==> src/rtl/slp_pkg.sv <==
package slp_pkg;
  typedef enum logic {
    PWR_AWAKE  = 1'b0,
    PWR_ASLEEP = 1'b1
  } pwr_state_e;

  localparam int PIN_RX  = 0;
  localparam int PIN_CTS = 1;
  localparam int NUM_PINS = 2;
endpackage

==> src/rtl/slp_pin_watch.sv <==
module slp_pin_watch #(
  parameter int          WIDTH   = 2,
  parameter logic        IDLE_LV = 1'b1
) (
  input  logic             clk,
  input  logic             rst_n,
  input  logic [WIDTH-1:0] pins_i,
  output logic [WIDTH-1:0] chg_o
);
  for (genvar g = 0; g < WIDTH; g++) begin : g_pin
    logic meta_q, sync_q, prev_q;
    always_ff @(posedge clk or negedge rst_n) begin
      if (!rst_n) begin
        meta_q <= IDLE_LV;
        sync_q <= IDLE_LV;
        prev_q <= IDLE_LV;
      end else begin
        meta_q <= pins_i[g];
        sync_q <= meta_q;
        prev_q <= sync_q;
      end
    end
    assign chg_o[g] = sync_q ^ prev_q;
  end
endmodule

==> src/rtl/slp_quiet_cnt.sv <==
module slp_quiet_cnt #(
  parameter int QUIET_CYC = 2
) (
  input  logic clk,
  input  logic rst_n,
  input  logic clr_i,
  input  logic quiet_i,
  output logic done_o
);
  localparam int CW = (QUIET_CYC < 2) ? 1 : $clog2(QUIET_CYC);
  localparam logic [CW-1:0] LAST = CW'(QUIET_CYC - 1);

  logic [CW-1:0] cnt_q;

  assign done_o = quiet_i && (cnt_q == LAST);

  always_ff @(posedge clk or negedge rst_n) begin
    if (!rst_n)                 cnt_q <= '0;
    else if (clr_i || !quiet_i) cnt_q <= '0;
    else if (!done_o)           cnt_q <= cnt_q + 1'b1;
  end
endmodule

==> src/rtl/slp_state.sv <==
module slp_state
  import slp_pkg::*;
(
  input  logic clk,
  input  logic rst_n,
  input  logic wake_i,
  input  logic enter_i,
  output logic asleep_o
);
  pwr_state_e st_q, st_d;

  always_comb begin
    st_d = st_q;
    unique case (st_q)
      PWR_AWAKE:  if (enter_i && !wake_i) st_d = PWR_ASLEEP;
      PWR_ASLEEP: if (wake_i)             st_d = PWR_AWAKE;
      default:                            st_d = PWR_AWAKE;
    endcase
  end

  always_ff @(posedge clk or negedge rst_n) begin
    if (!rst_n) st_q <= PWR_AWAKE;
    else        st_q <= st_d;
  end

  assign asleep_o = (st_q == PWR_ASLEEP);
endmodule

==> src/rtl/uart_sleep_ctl.sv <==
module uart_sleep_ctl
  import slp_pkg::*;
#(
  parameter int QUIET_CYC = 2
) (
  input  logic clk,
  input  logic rst_n,
  input  logic sleep_en,
  input  logic rx_pin,
  input  logic cts_pin,
  input  logic start_det,
  input  logic thr_wr,
  input  logic rbr_rd,
  input  logic tx_idle,
  input  logic rx_avail,
  input  logic irq_pend,
  output logic osc_en,
  output logic sleep_st
);
  logic [NUM_PINS-1:0] pins, pin_chg;
  logic wake_req, quiet, enter, asleep;

  assign pins[PIN_RX]  = rx_pin;
  assign pins[PIN_CTS] = cts_pin;

  slp_pin_watch #(.WIDTH(NUM_PINS), .IDLE_LV(1'b1)) u_pins (
    .clk(clk), .rst_n(rst_n), .pins_i(pins), .chg_o(pin_chg)
  );

  // Combinational wake: strobes and interrupts reach osc_en without a clock edge.
  assign wake_req = !sleep_en || irq_pend || start_det || thr_wr || (|pin_chg);
  assign quiet    = tx_idle && !rx_avail && !rbr_rd && !wake_req;

  slp_quiet_cnt #(.QUIET_CYC(QUIET_CYC)) u_quiet (
    .clk(clk), .rst_n(rst_n), .clr_i(asleep), .quiet_i(quiet), .done_o(enter)
  );

  slp_state u_state (
    .clk(clk), .rst_n(rst_n), .wake_i(wake_req), .enter_i(enter), .asleep_o(asleep)
  );

  assign osc_en   = !asleep || wake_req;
  assign sleep_st = !osc_en;
endmodule

==> config.mk <==
export PLATFORM = sky130hd
export DESIGN_NAME = uart_sleep_ctl
export DESIGN_NICKNAME = d
export VERILOG_FILES = /design/src/rtl/slp_pkg.sv /design/src/rtl/slp_pin_watch.sv /design/src/rtl/slp_quiet_cnt.sv /design/src/rtl/slp_state.sv /design/src/rtl/uart_sleep_ctl.sv
export SDC_FILE = /design/constraint.sdc
export NUM_CORES = 1
export LEC_CHECK = 0
export BUFFER_PORTS_ARGS = -buffer_cell sky130_fd_sc_hd__buf_4
export CORE_AREA = 2 2 39 41
export CTS_BUF_LIST = sky130_fd_sc_hd__clkbuf_2
export CTS_CLUSTER_SIZE = 14
export DETAILED_ROUTE_END_ITERATION = 16
export DIE_AREA = 0 0 41 43
export MAX_ROUTING_LAYER = met4
export RECOVER_POWER = 100
export SETUP_SLACK_MARGIN = 0.4
export SYNTH_ARGS = -nofsm -noshare
export SYNTH_HDL_FRONTEND = slang
export SYNTH_HIERARCHICAL = 1
export SYNTH_SLANG_ARGS = --single-unit
==> constraint.sdc <==
create_clock -name clk -period 2.69 [get_ports clk]
set_clock_uncertainty 0.2 [all_clocks]
set_input_delay 0.538 -clock clk [delete_from_list [all_inputs] [get_ports clk]]
set_output_delay 0.538 -clock clk [all_outputs]
set_load 0.02 [all_outputs]
==> flow_summary.ini <==
[clock_network]
clk_path_buf_depth = 2
cts_buffers = 3
cts_tree = done
htree_levels = 1
clkSinkCount = 8
clk_pin_slew_ns = 0.07
clk_latency_ns = 0.22
ctsRootBufferMaster = clkbuf_2

[placement]
placedCellCount = 47
place_congestion = 0.545
port_buffers = 12
dpl_cell_area_um2 = 430

[power]
p_sw_mw = 0.0468
pwr-share-seq_pct = 59.9
combPwrFrac_pct = 9.5
p_leak_nw = 0.211
ir_drop_v = 0.000173
clock_power_share_pct = 30.6
sw_frac_of_total_pct = 21.4
p_int_mw = 0.172
total_power_mw = 0.218
p_per_area_nw_per_um2 = 472

[logic_synthesis]
synthesis.instances = 19
yosysTopAreaCellShare_pct = 50.8
yosysTopAreaCell = dfstp_2
synth-seq-area-share_pct = 66.9
ys.warnings.count = 6
synth_cell_type_count = 12
ys.flop_type = dfstp_2
avgSynthCellArea_um2 = 16.3
syn_nets = 30
async_reset_ff_share_pct = 100
synth-seq-cells = 8
synth_commonest_cells = dfstp_2, dfrtp_1, xor2_1
synth_most_common_cell = dfstp_2
netlist_top_cells_area = dfstp_2, dfrtp_1, xor2_1
synth_enable_flop_cells = 0
synth_area_um2 = 310

[floorplanning]
rows = 14
die-area_um2 = 1760
dieHeight_um = 43
start_util_pct = 22.4
die_w_um = 41
ioPinCount = 13
core_um2 = 1380

[layout]
num-fill-cells = 144
nets = 49
final_area_um2 = 463
post-route-util_pct = 33.5
drive_gt1_share_pct = 75.0
antenna_cells = 0
final_cell_count_no_fill = 52
syn_to_final_growth_pct = 49.2

[timing]
slew_viol_final = 0
setup_viol = 0
worst_pin_slew_ns = 0.422
fin_crit_sh_pct = 99.7
final.min_clock_period_ns = 2.68
slew_headroom_pct = 71.8
rsz0062_at_grt = true
finalHoldViolCount = 0
timing.fmax_ghz = 0.373

[setup_path]
critPathSlowestCell = dfstp_2
path_cells = xor2_1, or4b_4, or4b_4, buf_6
cp_common_cell = or4b_4
critical_path.max_stage_delay_ns = 0.54
crit_fanout = 2
cp-start-kind = flop
critical_path_class = flop to output pin
end_kind = output pin
critPathRequiredTime_ns = 1.95
crit_arrival_ns = 1.94

[global_route]
grtUsageTotal_pct = 7.93
grt_pass1_vias = 228
grtUsageMet2_pct = 11.3
met3_usage_pct = 1.57
grt_pass1_wl_um = 855
antenna_found_initial = 0
gr-total-overflow = 0
grt.busiest_layer = met2
met1_usage_pct = 8.42
grt_max_degree = 9

[routing]
wl_per_cell_um = 10.7
dr.pass1.iters = 1
wirelength_um = 556
vias_per_cell = 4.04
postRouteAntennaNets = 0
drc = 0
vias = 210
initialDrtViolationCount = 0

[run_status]
status = complete, no violations

[run]
cap_violations = 0

[min_path]
worstHoldPathType = flop to flop
## placed cells by master, fill, tap and decap left out
master,count
dfstp_2,6
clkbuf_4,2
or3b_2,1
nor4_1,1
or3_2,1
clkbuf_1,1
dfrtp_1,2
dlygate4sd3_1,1
nor4b_2,1
clkbuf_2,3
buf_6,1
or4b_4,2
o21ba_1,1
nor2b_4,1
xor2_1,2
and2_0,1
buf_4,9
## final timing paths
path | from | endpoint | slack, ns | cells after the start
worst max-delay path | u_pins/g_pin[1].sync_q | osc_en | 0.008 | 4
worst min-delay path | u_pins/g_pin[0].meta_q | u_pins/g_pin[0].sync_q | 0.16 | 0
worst max register to register | u_pins/g_pin[1].sync_q | u_state/asleep_o | 0.57 | 5
worst min register to register | u_pins/g_pin[0].meta_q | u_pins/g_pin[0].sync_q | 0.16 | 0
max in group asynchronous | rst_n | u_pins/g_pin[1].sync_q | 1.41 | 2
min in group asynchronous | rst_n | u_quiet/cnt_q | 0.55 | 2
## flip-flops by register name (all words and copies together), names as in the netlist
name / flops
u_quiet/cnt_q: 1
u_pins/g_pin.meta_q: 2
u_state/asleep_o: 1
u_pins/g_pin.prev_q: 2
u_pins/g_pin.sync_q: 2
## cell type report
cell class / instances / area (um^2) / share of cell area (%)
Clock buffer: 3 / 15.0 / 3.24
Tap cell: 16 / 20.0 / 4.32
Sequential cell: 8 / 208 / 44.9
Multi-Input combinational cell: 11 / 113 / 24.3
Timing Repair Buffer: 14 / 108 / 23.2
## through the flow
stage          hold WS [ns]  worst slack (ns)  TNS [ns]
2_1_floorplan        0.0424             0.338         0
3_3_place_gp          0.147             0.108         0
3_5_place_dp          0.149            0.0975         0
4_1_cts               0.159           -0.0249   -0.0249
5_1_grt               0.166           -0.0714   -0.0941
6_report              0.158           0.00825         0
## timing repair
item	in CTS	in global routing
hold buffers	1	0
gates cloned	0	0
setup buffers	1	0
pin swaps	1	0
setup endpoints to repair	2	2
hold endpoints to repair	2	0
gates resized for setup	1	0
## layer usage
| metal | vias up | share of wire, % |
|---|---|---|
| met5 | - | 0 |
| met4 | 0 | 0 |
| met3 | 0 | 13 |
| met2 | 13 | 49 |
| met1 | 95 | 38 |
| li1 | 102 | - |
## power groups by stage
stage	sequential (mW)	clock (mW)	combinational, mW
CTS	0.131	0.0735	0.0217
global placement	0.132	0	0.0187
floorplan	0.132	0	0.00523
detailed placement	0.133	0	0.0199
finish	0.131	0.0668	0.0207
global route	0.132	0.0787	0.0230
## worst max-delay path, delay by kind of cell, from the launching register on
family	cells	cell delay [ns]
XOR/XNOR	1	0.06
buffers and inverters	1	0.14
AND/OR/NAND/NOR	2	0.97
flip-flops	1	0.54
## cell families after synthesis
| kind of cell | Yosys count | share of synthesized area (%) |
|---|---|---|
| AO/OA/AOI/OAI | 1 | 3.23 |
| XOR/XNOR | 2 | 5.65 |
| flip-flops | 8 | 66.9 |
| AND/OR/NAND/NOR | 8 | 24.2 |
(Power assumes the default switching activity.)
